$ cat config.mk
export PLATFORM = sky130hd
export DESIGN_NAME = tic_irq_ctrl
export DESIGN_NICKNAME = d
export VERILOG_FILES = /design/src/rtl/tic_pkg.sv /design/src/rtl/tic_chan_reg.sv /design/src/rtl/tic_arbiter.sv /design/src/rtl/tic_irq_ctrl.sv
export SDC_FILE = /design/constraint.sdc
export NUM_CORES = 1
export LEC_CHECK = 0
export BUFFER_PORTS_ARGS = -buffer_cell sky130_fd_sc_hd__buf_2
export CAP_MARGIN = 5
export CORE_ASPECT_RATIO = 0.9
export CORE_MARGIN = 1
export CORE_UTILIZATION = 45
export CTS_BUF_LIST = sky130_fd_sc_hd__clkbuf_8
export DETAILED_ROUTE_END_ITERATION = 6
export PLACE_DENSITY_LB_ADDON = 0.08
export SLEW_MARGIN = 10
export SYNTH_ARGS = -nofsm -noshare
export SYNTH_HDL_FRONTEND = slang
export SYNTH_SLANG_ARGS = --single-unit
$ cat constraint.sdc
create_clock -name clk -period 5.3 [get_ports clk]
set_clock_uncertainty 0.15 [all_clocks]
set_input_delay 0.53 -clock clk [delete_from_list [all_inputs] [get_ports clk]]
set_output_delay 0.53 -clock clk [all_outputs]
set_load 0.005 [all_outputs]
$ cat src/rtl/tic_pkg.sv
package tic_pkg;
    localparam int LVL_W = 3;

    typedef struct packed {
        logic [LVL_W-1:0] level;
        logic             flag;
    } chan_st_t;
endpackage

$ cat src/rtl/tic_chan_reg.sv
module tic_chan_reg
    import tic_pkg::*;
#(
    parameter int          AW       = 8,
    parameter int          DW       = 8,
    parameter logic [AW-1:0] MY_ADDR = '0
) (
    input  logic             clk,
    input  logic             rst_n,
    input  logic             wr_en,
    input  logic [AW-1:0]    addr,
    input  logic [DW-1:0]    wdata,
    input  logic             hw_evt,
    input  logic             ack_hit,
    output logic [LVL_W-1:0] level,
    output logic             flag,
    output logic [DW-1:0]    rdata
);
    localparam int PAD_W = DW - LVL_W - 1;

    chan_st_t st_d, st_q;
    logic     hit;

    assign hit = (addr == MY_ADDR);

    always_comb begin
        st_d = st_q;
        if (wr_en && hit) begin
            st_d.level = wdata[LVL_W-1:0];
            st_d.flag  = wdata[LVL_W];
        end else if (ack_hit) begin
            st_d.flag = 1'b0;
        end
        if (hw_evt) begin
            st_d.flag = 1'b1;
        end
    end

    always_ff @(posedge clk or negedge rst_n) begin
        if (!rst_n) begin
            st_q <= '0;
        end else begin
            st_q <= st_d;
        end
    end

    assign level = st_q.level;
    assign flag  = st_q.flag;
    assign rdata = hit ? {{PAD_W{1'b0}}, st_q.flag, st_q.level} : '0;
endmodule

$ cat src/rtl/tic_arbiter.sv
module tic_arbiter
    import tic_pkg::*;
#(
    parameter int NUM_CH = 3,
    parameter int CH_W   = (NUM_CH > 1) ? $clog2(NUM_CH) : 1
) (
    input  logic [NUM_CH-1:0][LVL_W-1:0] level_vec,
    input  logic [NUM_CH-1:0]            flag_vec,
    input  logic [LVL_W-1:0]             cpu_ipl,
    input  logic                         cpu_idis,
    output logic                         win_valid,
    output logic [CH_W-1:0]              win_chan,
    output logic [LVL_W-1:0]             win_level
);
    logic found;

    always_comb begin
        found     = 1'b0;
        win_chan  = '0;
        win_level = '0;
        for (int i = 0; i < NUM_CH; i++) begin
            if (flag_vec[i] && (level_vec[i] > cpu_ipl) &&
                (!found || (level_vec[i] > win_level))) begin
                found     = 1'b1;
                win_chan  = CH_W'(i);
                win_level = level_vec[i];
            end
        end
        win_valid = found && !cpu_idis;
    end
endmodule

$ cat src/rtl/tic_irq_ctrl.sv
module tic_irq_ctrl
    import tic_pkg::*;
#(
    parameter int            NUM_CH    = 3,
    parameter int            AW        = 8,
    parameter int            DW        = 8,
    parameter logic [AW-1:0] BASE_ADDR = 8'h7A,
    parameter int            CH_W      = (NUM_CH > 1) ? $clog2(NUM_CH) : 1
) (
    input  logic              clk,
    input  logic              rst_n,
    input  logic              wr_en,
    input  logic [AW-1:0]     addr,
    input  logic [DW-1:0]     wdata,
    output logic [DW-1:0]     rdata,
    input  logic [NUM_CH-1:0] tmr_evt,
    input  logic [LVL_W-1:0]  cpu_ipl,
    input  logic              cpu_idis,
    input  logic              irq_ack,
    output logic              irq_valid,
    output logic [CH_W-1:0]   irq_chan,
    output logic [LVL_W-1:0]  irq_level
);
    logic [NUM_CH-1:0][LVL_W-1:0] level_vec;
    logic [NUM_CH-1:0]            flag_vec;
    logic [NUM_CH-1:0][DW-1:0]    ch_rdata;
    logic [NUM_CH-1:0]            ack_hit;

    for (genvar g = 0; g < NUM_CH; g++) begin : g_ch
        assign ack_hit[g] = irq_ack && irq_valid && (irq_chan == CH_W'(g));

        tic_chan_reg #(
            .AW      (AW),
            .DW      (DW),
            .MY_ADDR (BASE_ADDR + AW'(g))
        ) u_reg (
            .clk     (clk),
            .rst_n   (rst_n),
            .wr_en   (wr_en),
            .addr    (addr),
            .wdata   (wdata),
            .hw_evt  (tmr_evt[g]),
            .ack_hit (ack_hit[g]),
            .level   (level_vec[g]),
            .flag    (flag_vec[g]),
            .rdata   (ch_rdata[g])
        );
    end

    always_comb begin
        rdata = '0;
        for (int i = 0; i < NUM_CH; i++) begin
            rdata = rdata | ch_rdata[i];
        end
    end

    tic_arbiter #(
        .NUM_CH (NUM_CH),
        .CH_W   (CH_W)
    ) u_arb (
        .level_vec (level_vec),
        .flag_vec  (flag_vec),
        .cpu_ipl   (cpu_ipl),
        .cpu_idis  (cpu_idis),
        .win_valid (irq_valid),
        .win_chan  (irq_chan),
        .win_level (irq_level)
    );
endmodule

==> out/qor.csv, run 1 <==
metric;value;unit
CTS tree;yes;
vias in the first global route;892;
die area;2720;um2
Port Buf Inserts;32;
top cells by area, synth;dfrtp_1, ha_1, inv_1;
area leader, netlist;dfrtp_1;
DRT iter0 DRCs;56;
Async S/R FF share, synth;100;%
Post-Syn Area per Cell;9.27;um2
status;complete, no violations;
antenna cells;0;
Layout area overhead;19.6;%
Die Ht;49.6;um
Root Buffer;clkbuf_8;
CTS Sinks;12;
crit end category;output port;
Num CTS Buffers;3;
core box area;2280;um2
Total Wirelength;2650;um
Post-synth EDFFs;0;
worst-case clock buffer depth;2;
# setup viols final;0;
wire per inst;14.6;um
crit-path max FO;6;
power per cell area;199;nW/um2
WP data required;4.62;ns
Synth cell types;36;
Vias;1040;
Min Clock Period, post-route;4.93;ns
hold buffers post-CTS;0;
Max rail drop VDD;231;uV
RSZ-0062 raised after global routing;false;
share of cells above drive strength 1;31.6;%
HPWL after detailed placement;2150;um
global route total overflow;0;
first-pass GRT wire length;4310;um
initial antenna violation count;0;
crit start category;flop;
Primary FF master, synth;dfrtp_1;
yosys warns;0;
Setup TNS;0;ns
boundary pin count;41;
largest net degree at the start of global routing;13;
Slew Limit Fails;0;
final hold viol count;0;
Clk Latency, worst-skew pair;0.24;ns
Layout Utilization;59.3;%
DP Worst Slack;0.367;ns
Reg2Reg Depth;18;
area share of the largest cell type after synthesis;26.5;%
antenna viol nets, final;0;
WS Path Type;reg2out;
drt pass-1 iters;4;
Initial Util;49.6;%
Nets;198;
Power, Total;0.269;mW
RePlAce Congestion;0.855;
worst hold path type;in2async;
clock slew seen by the registers of the worst setup and hold paths;0.05;ns
residual DRC count;0;
Max-Cap Viols;0;
Fmax;203;MHz
DP Area;1300;um2
#FFs+latches synth;12;
final period utilization;93.0;%
Pleak;0.730;nW
arrival time at the worst endpoint;4.25;ns
design area;1350;um2
Tot GR Track Use;22.7;%
Vias/cell;5.71;
Mapped Cells;122;
register area share after synthesis;26.5;%
die width;54.8;um
H-tree levels;1;
synthesized cell area;1130;um2
Final WS setup;0.372;ns
# rows;16;
==> area by class of cell <==
cell class / instances / area [um2]
flip-flops and latches: 12 / 300
multi-input cells: 88 / 732
well taps: 27 / 33.8
repair buffers: 32 / 160
fillers: 225 / 930
clock buffers: 4 / 55.1
inverters: 19 / 71.3
==> report_power, final <==
group          switching [mW]  internal, mW  total (mW)  leakage (nW)
clock network          0.0319        0.0655      0.0973        0.0288
logic                  0.0366        0.0331      0.0696         0.555
registers             0.00656        0.0960       0.103         0.146
==> worst max-delay path, stage by stage (launching register included) <==
cell	delay (ns)
dfrtp_1	0.45
ha_1	0.34
nor2_1	0.05
a311oi_2	0.25
and2_2	0.23
nand2_1	0.07
ha_1	0.28
nor2b_1	0.13
o21ai_0	0.15
a32oi_1	0.12
o21a_1	0.25
a22oi_1	0.29
ha_1	0.30
nor2b_1	0.13
o21ai_0	0.14
a32oi_1	0.10
o21a_2	0.29
mux2_4	0.31
buf_2	0.12
==> metal layers <==
metal | share of wire, % | routed length [um] | global-route usage (%)
met1 | 47 | 1250 | 33.9
met2 | 45 | 1190 | 32.5
met3 | 7.4 | 196 | 4.32
met4 | 0.79 | 21 | 6.41
met5 | 0 | 0 | 0
==> what timing repair did <==
item,in CTS,in global routing
setup endpoints to repair,0,2
gates resized for setup,0,1
buffers inserted,0,0
hold endpoints to repair,0,0
==> Yosys cell counts, drive strengths merged, types with 4 or more instances <==
cell type and count:
a222oi 4, buf 6, dfrtp 12, ha 15, inv 19, mux2 9, nand2 6, nor2 7
nor2b 5, o21ai 6
==> through the flow <==
step                      instances  hold WS, ns
after global routing            182       0.0174
after detailed placement        178        0.262
after floorplan                 125       0.0844
after CTS                       182      0.00430
after global placement          178        0.265
final                           182      0.00513
==> sequential cells by signal, indices dropped and copies added, names as in the netlist <==
| signal | count |
|---|---|
| g_ch.u_reg.flag | 3 |
| g_ch.u_reg.level | 9 |
==> worst paths after layout <==
path                                              from                      to  slack (ns)
worst min register to register  g_ch[2].u_reg.level[0]  g_ch[2].u_reg.level[0]        0.43
worst max register to register  g_ch[0].u_reg.level[2]      g_ch[1].u_reg.flag        1.09
worst min-delay path                             rst_n  g_ch[2].u_reg.level[0]       0.005
max in group asynchronous                        rst_n      g_ch[1].u_reg.flag        4.78
min in group clk                            tmr_evt[0]      g_ch[0].u_reg.flag        0.33
worst max-delay path            g_ch[0].u_reg.level[2]            irq_level[0]        0.37
==> logic make-up (layout without fill, tap and decap cells) <==
group | count (synthesis) | count (layout) | share of synthesized area, %
AND/OR/NAND/NOR | 31 | 31 | 16.9
AO/OA/AOI/OAI | 26 | 26 | 17.8
buffers and inverters | 25 | 55 | 9.85
adder cells (fa/ha/maj) | 15 | 15 | 16.6
multiplexers | 12 | 12 | 11.9
flip-flops | 12 | 12 | 26.5
other | 1 | 4 | 0.332
==> placed cells by master (no fill, tap or decap), drive strengths merged, types with 4 or more instances in the layout <==
master,n
mux2,9
inv,19
conb,4
buf,32
dfrtp,12
nand2,6
nor2,7
ha,15
o21ai,6
a222oi,4
nor2b,5
clkbuf,4
Note: power is estimated with default switching activity, not from simulation.
==> run 2, diff against run 1 <==
- BUFFER_PORTS_ARGS: -buffer_cell sky130_fd_sc_hd__buf_2 -> unset
- DONT_BUFFER_PORTS: unset -> 1
==> run 2 against run 1 <==
Effect of this change: combinational power fell by 19%; non-clock buffer count fell by 31; total power fell by 4.9%; register-to-register slack barely moved; design area fell by 11%; first-iteration DRC count fell by 29%; largest power group unchanged.
==> out/qor.csv, run 2 (same netlist as run 1, synthesis figures left out) <==
metric;value;unit;change
GR Layer Usage met3;4.63;%;+0.31 points
WP data required;4.62;ns;about the same
Die Ht;49.6;um;unchanged
final period utilization;92.7;%;-0.26 points
global route total overflow;0;;unchanged
Worst Max-Slew Pin Slew;0.513;ns;
Max rail drop VDD;215;uV;-6.7%
CTS Sinks;12;;unchanged
drt pass-1 iters;4;;unchanged
post-cts resize count;0;;unchanged
largest net degree at the start of global routing;13;;unchanged
number of flip-flops under the largest register name;9;;unchanged
Layout area overhead;6.19;%;
most frequent cells in the layout;inv_1, ha_1, dfrtp_1, nor2_1, o21ai_0;;
worst hold path type;in2reg;;
RSZ-0062 raised after global routing;false;;
antenna cells;0;;unchanged
worst-case clock buffer depth;2;;unchanged
Tot GR Track Use;21.7;%;-1.0 points
relative slew slack;65.7;%;
die width;54.8;um;unchanged
boundary pin count;41;;unchanged
Initial Util;49.6;%;unchanged
DRT iter0 DRCs;40;;-29%
core box area;2280;um2;unchanged
Root Buffer;clkbuf_8;;
hold buffers post-CTS;1;;+1
WS Path Type;reg2out;;
DP Worst Slack;0.548;ns;+0.181 ns
crit-path max FO;6;;unchanged
CTS tree;yes;;
Vias/cell;6.11;;+7.0%
# rows;16;;unchanged
grt met2 use;33.3;%;+0.80 points
HPWL after detailed placement;2120;um;-1.4%
placed insts;146;;-18%
H-tree levels;1;;unchanged
GR peak layer;met2;;
Power, Total;0.256;mW;-4.9%
initial antenna violation count;0;;unchanged
Port Buf Inserts;0;;-100%
vias in the first global route;851;;-4.6%
crit start category;flop;;
Num CTS Buffers;3;;unchanged
Fmax;204;MHz;+0.29%
power per cell area;213;nW/um2;+7.1%
non-filler instance count after layout;151;;-17%
Pleak;0.593;nW;-19%
antenna viol nets, final;0;;unchanged
first-pass GRT wire length;4130;um;-4.0%
status;complete, no violations;;
crit end category;output port;;
clock slew seen by the registers of the worst setup and hold paths;0.05;ns;about the same
Total Wirelength;2580;um;-2.8%
share of cells above drive strength 1;12.9;%;-19 points
final hold viol count;0;;unchanged
die area;2720;um2;unchanged
Slew Limit Fails;0;;unchanged
Min Clock Period, post-route;4.91;ns;-0.0140 ns
# setup viols final;0;;unchanged
commonest non-fill, non-tap cell in the layout;inv_1;;
Vias;923;;-11%
wire per inst;17.1;um;+17%
Clk Latency, worst-skew pair;0.24;ns;about the same
RePlAce Congestion;0.802;;-6.2%
residual DRC count;0;;unchanged
Max-Cap Viols;0;;unchanged
Setup TNS;0;ns;unchanged
Setup Buffers After CTS;0;;unchanged
Final WS setup;0.386;ns;+0.0140 ns
Layout Utilization;52.6;%;-6.6 points
arrival time at the worst endpoint;4.23;ns;-0.02 ns
Nets;167;;-16%
met1 GRT Util;31.0;%;-2.9 points
[run 2: changes by cell type in the layout (fill, tap and decap cells not counted)]
cell,before,now
o21a_2,1,0
dlygate4sd3_1,0,1
o21a_1,1,2
buf_2,32,0
[run 2: layout make-up]
class / count / area, um2
tap: 27 / 33.8
fill: 220 / 1080
inverter: 19 / 71.3
clock buffer: 4 / 55.1
multi-input combinational: 88 / 731
sequential: 12 / 300
timing repair buffer: 1 / 10.0
[run 2: final timing paths]
check,start,endpoint,slack (ns),depth (start not counted)
max,g_ch[0].u_reg.level[2],irq_level[0],0.39,17
min reg2reg,g_ch[1].u_reg.level[0],g_ch[1].u_reg.level[0],0.45,1
min,tmr_evt[0],g_ch[0].u_reg.flag,0.24,1
min in group asynchronous,rst_n,g_ch[2].u_reg.level[2],0.55,1
max in group asynchronous,rst_n,g_ch[1].u_reg.level[1],4.10,1
max reg2reg,g_ch[0].u_reg.level[2],g_ch[1].u_reg.flag,1.08,18
[run 2: layer usage]
metal  wire length [um]  vias to the layer above
li1                   -                      441
met1               1160                      438
met2               1190                       40
met3                208                        4
met4                 16                        0
met5                  0                        -
[run 2: worst max-delay path, stage by stage, from the launching register on]
cell	delay, ns
dfrtp_1	0.45
ha_1	0.34
nor2_1	0.05
a311oi_2	0.26
and2_2	0.23
nand2_1	0.07
ha_1	0.29
nor2b_1	0.13
o21ai_0	0.14
a32oi_1	0.11
a21oi_1	0.30
a22oi_1	0.16
ha_1	0.33
nor2b_1	0.13
o21ai_0	0.08
a32oi_1	0.22
o21a_1	0.36
mux2_4	0.34
[run 2: through the flow]
step / area (um2) / hold slack [ns]
finish: 1200 / 0.238
global route: 1200 / 0.227
CTS: 1200 / 0.233
detailed placement: 1140 / 0.0847
global placement: 1140 / 0.0846
floorplan: 1140 / 0.0844
[run 2: power breakdown]
part,internal [mW],leakage (nW),switching [mW]
sequential,0.0960,0.146,0.00649
combinational,0.0253,0.418,0.0314
clock,0.0655,0.0288,0.0316
total,0.187,0.593,0.0695
==> run 3, diff against run 2 <==
- REMOVE_ABC_BUFFERS: unset -> 1
==> run 3 against run 2 <==
Effect of this change: clock-buffer cell count is the same; clock power up 4%; wire length is 1.0% lower; cell count unchanged; largest power group unchanged.
==> out/qor.csv, run 3 (same netlist as run 1, synthesis figures left out) <==
metric;value;unit;change
Reg2Reg Depth;18;;unchanged
final period utilization;92.7;%;about the same
R2R Path Start;g_ch[0].u_reg.level[2];;
post-cts resize count;0;;unchanged
WS Path Type;reg2out;;
Worst Max-Slew Pin Slew;0.552;ns;+0.0385 ns
Vias;916;;-0.76%
commonest non-fill, non-tap cell in the layout;inv_1;;
share of cells above drive strength 1;12.9;%;unchanged
final hold viol count;0;;unchanged
Slew Limit Fails;0;;unchanged
Tot GR Track Use;21.5;%;-0.16 points
WP data required;4.62;ns;about the same
power per cell area;216;nW/um2;+1.4%
crit start category;flop;;
residual DRC count;0;;unchanged
global route total overflow;0;;unchanged
number of flip-flops under the largest register name;9;;unchanged
Root Buffer;clkbuf_8;;
grt met2 use;32.3;%;-1.0 points
crit end category;output port;;
Setup Buffers After CTS;0;;unchanged
critical path's top delay family;compound AO/OA/AOI/OAI gates;;
arrival time at the worst endpoint;4.23;ns;about the same
Die Ht;49.6;um;unchanged
Setup TNS;0;ns;unchanged
Worst R2R End;g_ch[1].u_reg.flag;;
worst-case clock buffer depth;2;;unchanged
DRT iter0 DRCs;30;;-25%
Crit-path slowest cell;dfrtp_1;;
Max-Cap Viols;0;;unchanged
Min Clock Period, post-route;4.91;ns;-0.000269 ns
core box area;2280;um2;unchanged
CP cell instances;ha_1 -> nor2_1 -> a311oi_2 -> and2_2 -> nand2_1 -> ha_1 -> nor2b_1 -> o21ai_0 -> a32oi_1 -> a21oi_1 -> a22oi_1 -> ha_1 -> nor2b_1 -> o21ai_0 -> a32oi_1 -> o21a_1 -> mux2_4;;
RePlAce Congestion;0.819;;+2.2%
wire per inst;16.9;um;-1.0%
Nets;167;;unchanged
GR Layer Usage met3;9.26;%;+4.6 points
most used cell along the critical path;ha_1;;
Num CTS Buffers;3;;unchanged
WP depth;17;;unchanged
crit-path max cell delay;0.45;ns;about the same
Pleak;0.593;nW;unchanged
# setup viols final;0;;unchanged
antenna cells;0;;unchanged
Fmax;204;MHz;about the same
vias in the first global route;895;;+5.2%
most frequent cells in the layout;inv_1, ha_1, dfrtp_1, nor2_1, o21ai_0;;
GR peak layer;met2;;
hold buffers post-CTS;1;;unchanged
FF-to-FF setup slack;1.07;ns;about the same
drt pass-1 iters;4;;unchanged
relative slew slack;63.1;%;-2.6 points
clock slew seen by the registers of the worst setup and hold paths;0.05;ns;about the same
die area;2720;um2;unchanged
HPWL after detailed placement;2120;um;-0.40%
worst setup path startpoint;g_ch[0].u_reg.level[2];;
Layout Utilization;52.6;%;unchanged
first-pass GRT wire length;4140;um;+0.17%
boundary pin count;41;;unchanged
CTS tree;yes;;
largest net degree at the start of global routing;13;;unchanged
Port Buf Inserts;0;;unchanged
met1 GRT Util;29.3;%;-1.7 points
H-tree levels;1;;unchanged
RSZ-0062 raised after global routing;false;;
crit path buf inv count;0;;unchanged
CTS Sinks;12;;unchanged
Clk Latency, worst-skew pair;0.24;ns;about the same
# rows;16;;unchanged
Initial Util;49.6;%;unchanged
FILL cells;228;;+3.6%
Total Wirelength;2550;um;-1.0%
Layout area overhead;6.19;%;unchanged
crit-path max FO;6;;unchanged
worst hold path type;in2reg;;
status;complete, no violations;;
die width;54.8;um;unchanged
initial antenna violation count;0;;unchanged
Vias/cell;6.07;;-0.76%
CP endpoint;irq_level[0];;
antenna viol nets, final;0;;unchanged
Max rail drop VDD;183;uV;-15%
==> run 3: area by class of cell <==
type / count / area, um2 / area share, %
inverter: 19 / 71.3 / 5.94
timing repair buffer: 1 / 10.0 / 0.833
sequential: 12 / 300 / 25.0
clock buffer: 4 / 55.1 / 4.58
multi-input combinational: 88 / 731 / 60.8
tap: 27 / 33.8 / 2.81
==> run 3: worst min path at each step <==
stage / start / to / slack [ns] / cells after the start
after floorplan: rst_n / g_ch[0].u_reg.flag / 0.08 / 0
after global placement: rst_n / g_ch[2].u_reg.level[0] / 0.08 / 0
after detailed placement: rst_n / g_ch[2].u_reg.level[0] / 0.08 / 0
after CTS: tmr_evt[0] / g_ch[0].u_reg.flag / 0.23 / 1
after global routing: tmr_evt[0] / g_ch[0].u_reg.flag / 0.23 / 1
final: tmr_evt[0] / g_ch[0].u_reg.flag / 0.23 / 1
==> run 3: layer usage <==
layer	share of wire, %	vias to the layer above	routed length, um
li1	-	438	-
met1	45	444	1160
met2	45	34	1150
met3	9.5	0	242
met4	0	0	0
met5	0	-	0
==> run 3: power breakdown <==
group / switching (mW) / internal, mW / total, mW
clock: 0.0354 / 0.0657 / 0.101
sequential: 0.00592 / 0.0959 / 0.102
combinational: 0.0316 / 0.0253 / 0.0568
==> run 3: per-stage QoR <==
stage / worst slack, ns / hold slack (ns) / power, mW / instance area, um2 / cells
6_report: 0.387 / 0.234 / 0.260 / 1200 / 151
5_1_grt: 0.0698 / 0.228 / 0.276 / 1200 / 151
2_1_floorplan: 0.971 / 0.0844 / 0.146 / 1100 / 119
3_3_place_gp: 0.675 / 0.0847 / 0.155 / 1140 / 146
3_5_place_dp: 0.554 / 0.0847 / 0.158 / 1140 / 146
4_1_cts: 0.403 / 0.231 / 0.262 / 1200 / 151
